### src/rtl/fdiv_pkg.sv
// Shared types for the dual-edge fractional divider.
// Assumes: nothing beyond IEEE 1800-2017.
package fdiv_pkg;
    // Classification of the programmed setting.
    typedef enum logic [1:0] {
        CFG_RUN  = 2'd0,
        CFG_IDLE = 2'd1,
        CFG_BAD  = 2'd2
    } cfg_state_e;
endpackage

### src/rtl/fdiv_cfg_check.sv
// Classifies the current enable and ratio inputs.
// BAD when the numerator exceeds the denominator (checked regardless of enable).
// IDLE when disabled or when either value is zero; RUN otherwise.
// Assumes: purely combinational, inputs stable around the rising edge.
module fdiv_cfg_check
    import fdiv_pkg::*;
#(
    parameter int W = 8
) (
    input  logic         en,
    input  logic [W-1:0] fract,
    input  logic [W-1:0] divide,
    output cfg_state_e   state
);
    // Decide the setting class; illegal ratio has priority over idle.
    always_comb begin
        if (fract > divide)
            state = CFG_BAD;
        else if (!en || fract == '0 || divide == '0)
            state = CFG_IDLE;
        else
            state = CFG_RUN;
    end
endmodule

### src/rtl/fdiv_step.sv
// One half-period step of the accumulator: adds the numerator and,
// when the sum reaches the denominator, subtracts it and flags a toggle.
// Assumes: acc_in < divide and fract <= divide, so one subtraction suffices.
module fdiv_step #(
    parameter int W = 8
) (
    input  logic [W-1:0] acc_in,
    input  logic [W-1:0] fract,
    input  logic [W-1:0] divide,
    output logic [W-1:0] acc_out,
    output logic         tog
);
    logic [W:0] sum;

    // Widened sum so a carry out of W bits is never lost.
    assign sum = {1'b0, acc_in} + {1'b0, fract};

    // Threshold test and wrap of the accumulator.
    always_comb begin
        tog     = (sum >= {1'b0, divide});
        acc_out = W'(tog ? (sum - {1'b0, divide}) : sum);
    end
endmodule

### src/rtl/fdiv_edge_out.sv
// Assembles the output clock from a rising-edge flop and a falling-edge flop.
// The output is their XOR. Only one flop can change at any input edge, so the
// output has no glitches and every transition sits on an input edge.
// Assumes: tog_f and clr_f come from rising-edge registers, so they are
// stable half a period before the falling edge that samples them.
module fdiv_edge_out (
    input  logic clk_in,
    input  logic rst_n,
    input  logic hold,
    input  logic tog_r,
    input  logic clr_f,
    input  logic tog_f,
    output logic clk_out
);
    logic q_r;
    logic q_f;

    // Rising-edge half: toggles on the first step's decision, clears on hold.
    always_ff @(posedge clk_in) begin
        if (hold)
            q_r <= 1'b0;
        else
            q_r <= q_r ^ tog_r;
    end

    // Falling-edge half: toggles on the registered second-step decision.
    always_ff @(negedge clk_in) begin
        if (clr_f)
            q_f <= 1'b0;
        else
            q_f <= q_f ^ tog_f;
    end

    assign clk_out = q_r ^ q_f;

    // a hold registered one edge ago leaves both halves, hence the output, low.
    a_r8_held_low : assert property (@(posedge clk_in) disable iff (!rst_n)
        clr_f |-> (!q_f && !clk_out));
endmodule

### src/rtl/fdiv_dual_edge.sv
// Dual-edge fractional clock divider, top level.
// Each rising edge computes two chained accumulator steps: the first for the
// half-period starting now, the second for the half-period starting at the
// next falling edge. The second decision is registered for the falling flop.
// Assumes: single input clock with roughly even duty; synchronous active-low
// reset; ratio inputs change only away from the rising edge.
module fdiv_dual_edge
    import fdiv_pkg::*;
#(
    parameter int W = 8
) (
    input  logic         clk_in,
    input  logic         rst_n,
    input  logic         en,
    input  logic [W-1:0] fract,
    input  logic [W-1:0] divide,
    output logic         clk_out,
    output logic         cfg_err
);
    localparam int NSTEP = 2;

    cfg_state_e             cfg_st;
    logic                   hold_now;
    logic                   hold_q;
    logic                   restart;
    logic [W-1:0]           acc_q;
    logic [W-1:0]           fract_q;
    logic [W-1:0]           divide_q;
    logic [NSTEP:0][W-1:0]  acc_chain;
    logic [NSTEP-1:0]       tog;
    logic                   tog_f_q;

    fdiv_cfg_check #(.W(W)) u_cfg (
        .en     (en),
        .fract  (fract),
        .divide (divide),
        .state  (cfg_st)
    );

    // Output forced low and accumulator cleared on reset or any non-run setting.
    assign hold_now = !rst_n || (cfg_st != CFG_RUN);

    // Start from zero after a hold or whenever the ratio has changed.
    assign restart = hold_q || (fract != fract_q) || (divide != divide_q);
    assign acc_chain[0] = restart ? '0 : acc_q;

    // Chain of per-half-period steps evaluated in the rising-edge domain.
    for (genvar g = 0; g < NSTEP; g++) begin : g_step
        fdiv_step #(.W(W)) u_step (
            .acc_in  (acc_chain[g]),
            .fract   (fract),
            .divide  (divide),
            .acc_out (acc_chain[g+1]),
            .tog     (tog[g])
        );
    end

    // Accumulator, hold state and falling-half decision register.
    always_ff @(posedge clk_in) begin
        if (hold_now) begin
            acc_q   <= '0;
            hold_q  <= 1'b1;
            tog_f_q <= 1'b0;
        end else begin
            acc_q   <= acc_chain[NSTEP];
            hold_q  <= 1'b0;
            tog_f_q <= tog[1];
        end
    end

    // Snapshot of the ratio for change detection.
    always_ff @(posedge clk_in) begin
        fract_q  <= fract;
        divide_q <= divide;
    end

    // Error flag for an illegal ratio, cleared by reset.
    always_ff @(posedge clk_in) begin
        if (!rst_n)
            cfg_err <= 1'b0;
        else
            cfg_err <= (cfg_st == CFG_BAD);
    end

    fdiv_edge_out u_out (
        .clk_in  (clk_in),
        .rst_n   (rst_n),
        .hold    (hold_now),
        .tog_r   (tog[0]),
        .clr_f   (hold_q),
        .tog_f   (tog_f_q),
        .clk_out (clk_out)
    );

    // an illegal ratio is flagged one edge later.
    a_r7_err_flag : assert property (@(posedge clk_in) disable iff (!rst_n)
        (fract > divide) |=> cfg_err);

    // while running, the accumulator stays below the denominator it used.
    a_r6_acc_range : assert property (@(posedge clk_in) disable iff (!rst_n)
        !hold_q |-> (acc_q < divide_q));

    // equal numerator and denominator toggles on both halves.
    a_r3_unity : assert property (@(posedge clk_in) disable iff (!rst_n)
        (!hold_now && fract == divide) |-> (tog[0] && tog[1]));

    // the first step after a ratio change starts from an empty accumulator.
    a_r10_restart : assert property (@(posedge clk_in) disable iff (!rst_n)
        (!hold_now && fract != fract_q) |-> (acc_chain[0] == '0));
endmodule

### config.mk
export PLATFORM = sky130hd
export DESIGN_NAME = fdiv_dual_edge
export DESIGN_NICKNAME = d
export VERILOG_FILES = /design/src/rtl/fdiv_pkg.sv /design/src/rtl/fdiv_cfg_check.sv /design/src/rtl/fdiv_step.sv /design/src/rtl/fdiv_edge_out.sv /design/src/rtl/fdiv_dual_edge.sv
export SDC_FILE = /design/constraint.sdc
export NUM_CORES = 1
export LEC_CHECK = 0
export ABC_AREA = 1
export CAP_MARGIN = 15
export CORE_ASPECT_RATIO = 1.75
export CORE_UTILIZATION = 55
export CTS_CLUSTER_SIZE = 10
export DETAILED_ROUTE_END_ITERATION = 10
export PLACE_DENSITY_LB_ADDON = 0.3
export SYNTH_ARGS = -nofsm -noshare
export SYNTH_HDL_FRONTEND = slang
export SYNTH_SLANG_ARGS = --single-unit
### constraint.sdc
create_clock -name clk_in -period 5.2 [get_ports clk_in]
set_input_delay 0.52 -clock clk_in [delete_from_list [all_inputs] [get_ports clk_in]]
set_output_delay 0.52 -clock clk_in [all_outputs]
set_load 0.03 [all_outputs]
==> results of run 1 <==
==> per-stage QoR <==
step / setup slack [ns] / utilization / setup TNS (ns) / cell area (um2)
3_5_place_dp: -1.020 / 0.7848 / -8.872 / 4193
4_1_cts: -0.2272 / 0.8457 / -1.919 / 4518
3_3_place_gp: -0.8661 / 0.7848 / -7.297 / 4193
2_1_floorplan: -0.1436 / - / -1.082 / 3222
==> cell usage after synthesis (4+ instances only) <==
cell / count / share of area
nand2_1: 140 / 0.17
inv_1: 87 / 0.11
nor2_1: 54 / 0.065
ha_1: 41 / 0.16
nand3_1: 32 / 0.052
dfxtp_1: 29 / 0.19
a21oi_1: 18 / 0.029
xnor2_1: 12 / 0.034
nand2_2: 11 / 0.022
xor2_1: 9 / 0.025
nand4_1: 8 / 0.016
o21ai_2: 5 / 0.014
fa_1: 4 / 0.026
o21ai_0: 4 / 0.0064
==> kinds of logic after synthesis <==
family	Yosys count
AOI/OAI and AO/OA	36
xor gates and xnor gates	21
adders and majority gates	45
buffers and inverters	92
DFF	29
and+or+nand+nor	262
==> routing by layer <==
layer / track usage / GRT overflow
met1: 0.5118 / 0
met2: 0.8837 / 1
met3: 0.3014 / 0
met4: 0.7527 / 1
met5: 0 / 0
==> repair_timing <==
item                                    CTS
setup buffers                            12
gates resized for setup                  94
cloned                                    3
pin swaps                                43
endpoints found under the setup margin    9
==> qor.csv, run 1 <==
metric,value,unit
stop_stage,global routing,
die_y,101.5,um
synth-simple-area-share,0.3694,
synth_edf_count,0,
io-pin-count,21,
synth_compound_area_frac,0.07163,
track_usage,0.5987,
syn-instance-count,485,
syn-num-nets,549,
yosys.cell_types.count,35,
worst_endpoint_kind,sequential cell input,
synthArstFlopShare,0,
dp.cells,670,
yosys.area_share.adder,0.1907,
error,[ERROR GRT-0232] Routing congestion too high. Check the congestion heatmap in the GUI.,
synth_top_family_by_area,simple AND/OR/NAND/NOR gates,
ys_ff_latch,29,
cts_sinks,29,
start_util,0.5820,
gp_congestion,0.9803,
row_count,35,
cts_buffers,5,
synth_area_per_cell,6.411,um2
syn_area,0.003109,mm2
cts_hold_buf,0,
dp_hpwl,8180,um
postGrtWorstEndpoint,acc_q[0]$_SDFF_PP0_/D,
yosysSeqAreaShare,0.1867,
grt_max_degree,12,
grt_overflow,2,
ys.flop_type,dfxtp_1,
cts_root_buffer,clkbuf_8,
synth_warnings,0,
outcome,aborted with a tool error,
h-tree-depth,2,
die_width,58.84,um
synth.area.mux_share,0,
synth_xor_area_frac,0.05915,
io_buffers,20,
clockBufferDepth,2,
==> run 2, diff against run 1 <==
- CORE_ASPECT_RATIO: 1.75 -> default
- CORE_UTILIZATION: 55 -> 40
- CTS_CLUSTER_SIZE: 10 -> default
- PLACE_DENSITY_LB_ADDON: 0.3 -> 0.15
- clock period: 5.2 -> 6.76 ns (I/O delays scaled with it)
==> run 2 against run 1 <==
  * The run now ends clean
  * Synthesized cell count unchanged
  * Synthesized area is the same
==> qor.csv, run 2 <==
metric,value,unit
h-tree-depth,2,
row_count,31,
design_area,0.003771,mm2
crit_family,simple AND/OR/NAND/NOR gates,
synth_edf_count,0,
wl,8458,um
fin_crit_sh,0.9107,
io_buffers,20,
drcViolationCount,0,
outcome,finished clean,
gp_congestion,0.9246,
worstSkewPairLatency,0.33,ns
synthArstFlopShare,0,
path_clk_slew,0.06,ns
track_usage,0.2148,
viasPerCell,4.783,
grt_pass1_wl,13660,um
synth_warnings,0,
cts_sinks,29,
slowest_delay,0.61,ns
p_per_area,212.1,mW/mm2
pwr-share-seq,0.239,
cap_violations,0,
slew_headroom,0.3950,
setup_violations,0,
grt_max_degree,17,
antenna_cells,0,
yosysMostFrequentCell,nand2_1,
drt_iter0_drc,120,
synth_area_per_cell,6.411,um2
die_width,90.17,um
leakage,0.002000,uW
via_count,3023,
die_area,0.008130,mm2
hold_viol,0,
ys_top_cells_by_area,"dfxtp_1 (19%), nand2_1 (17%), ha_1 (16%)",
die_y,90.17,um
internal-power,448.6,uW
drive_above_1_share,0.1463,
period_minus_slack,6.157,ns
dp.cells,620,
power_frac_clock,0.179,
hold_class,register to register,
grt_overflow,0,
fin_cells,632,
switching_share,0.4392,
io-pin-count,21,
required,6.93,ns
cts_tree,yes,
place_area,0.003548,mm2
yosysTopAreaCell,dfxtp_1,
start_util,0.4219,
syn-num-nets,549,
syn_area,0.003109,mm2
skew,0.05480,ns
fin_util,0.5117,
first_pass_iters,4,
tightest_slew,0.9076,ns
rsz0062_at_grt,no,
antenna_found_initial,0,
mostFrequentLayoutCell,nand2_1,
yosys.area.top_type_share,0.1867,
critPathMaxFanout,15,
areaGrowthSynthToFinish,21.29,%
maxClockFrequency,162.4,MHz
arrival,6.33,ns
yosys.cell_types.count,35,
startpoint_type,input port,
criticalPathCategory,input port to register,
maxSlewViolCount,0,
path_buf_inv,7,
yosysSeqAreaShare,0.1867,
path_common_cell,nand2_1,
nFillCells,756,
routedWlPerCell,13.38,um
p_sw,351.3,uW
ys.flop_type,dfxtp_1,
crit_path_top_delay_cell,clkdlybuf4s50_1,
top_regs,"acc_q x8, divide_q x8, fract_q x8",
cts_root_buffer,clkbuf_8,
dp_hpwl,6976,um
end_kind,register,
syn-instance-count,485,
final_nets,596,
ys_top_cells_by_count,"nand2_1 (140), inv_1 (87), nor2_1 (54)",
ir_drop,0.0001755,V
cts_buffers,5,
final_cell_mix,"nand2_1 (138), inv_1 (85), nor2_1 (48), ha_1 (35), nand3_1 (32)",
clockBufferDepth,2,
grt_pass1_vias,2862,
antenna_left,0,
ys_ff_latch,29,
core,0.007370,mm2
power_frac_comb,0.582,
## run 2: cell counts after synthesis
Identical to the previous run, type by type.
## run 2: final timing paths
path / from / end / slack (ns) / cells past startpoint
max: fract[5] / acc_q[5]$_SDFF_PP0_ / 0.60 / 43
min: u_out.q_f$_SDFF_NP0_ / u_out.q_f$_SDFF_NP0_ / 0.53 / 2
max reg2reg: divide_q[2]$_DFF_P_ / acc_q[5]$_SDFF_PP0_ / 1.19 / 44
min reg2reg: u_out.q_f$_SDFF_NP0_ / u_out.q_f$_SDFF_NP0_ / 0.53 / 2
## run 2: kinds of logic after synthesis
logic type,after synthesis,synth area share
compound gates,36,0.07164
buf+inv,92,0.1223
fa+ha+maj,45,0.1907
xor+xnor,21,0.05916
flops,29,0.1867
simple gates,262,0.3694
## run 2: metrics by stage
step	hold WS, ns	worst slack [ns]	total power [uW]	TNS, ns
after floorplan	0.4945	0.9099	520.2	0
after global placement	0.5228	0.07121	624.7	0
after detailed placement	0.5230	-0.08972	629.3	-0.5278
after CTS	0.5317	0.1980	773.4	0
after global routing	0.5916	0.01589	873.7	0
final	0.5281	0.6033	799.9	0
## run 2: routing by layer
metal / up-vias / global-route usage / routed length [um]
li1: 1606 / - / -
met1: 1353 / 0.2647 / 3911
met2: 51 / 0.3817 / 4122
met3: 13 / 0.02961 / 273
met4: 0 / 0.07124 / 151
met5: - / 0 / 0
## run 2: repair_timing
item | CTS | global route
hold buffers | 0 | 0
setup buffers | 0 | 4
resized for setup | 0 | 20
endpoints found under the setup margin | 0 | 9
## run 2: cell type report
type,count,area (um2),share of cell area
sequential,29,580.6,0.1539
tap,99,123.9,0.03285
timing repair buffer,44,407.9,0.1082
clock inverter,3,13.76,0.003650
inverter,87,329.1,0.08726
multi-input combinational,364,2243,0.5949
clock buffer,6,72.57,0.01924
## run 2: worst register-to-register path, delay by kind of cell (launching register included)
family	cells	cell delay (ns)
AND/OR/NAND/NOR	28	2.58
adder cells (fa/ha/maj)	6	1.63
buffers and inverters	7	0.56
flip-flops	1	0.33
AO/OA/AOI/OAI	2	0.24
XOR/XNOR	1	0.15
## run 2: power by group through the flow
stage / registers [uW] / clock network (uW) / logic [uW]
2_1_floorplan: 195 / 1.85 / 324
3_3_place_gp: 195 / 1.85 / 428
5_1_grt: 192 / 155 / 526
3_5_place_dp: 195 / 1.85 / 432
6_report: 191 / 143 / 466
4_1_cts: 191 / 147 / 435
Power figures use the tool's default switching activity.
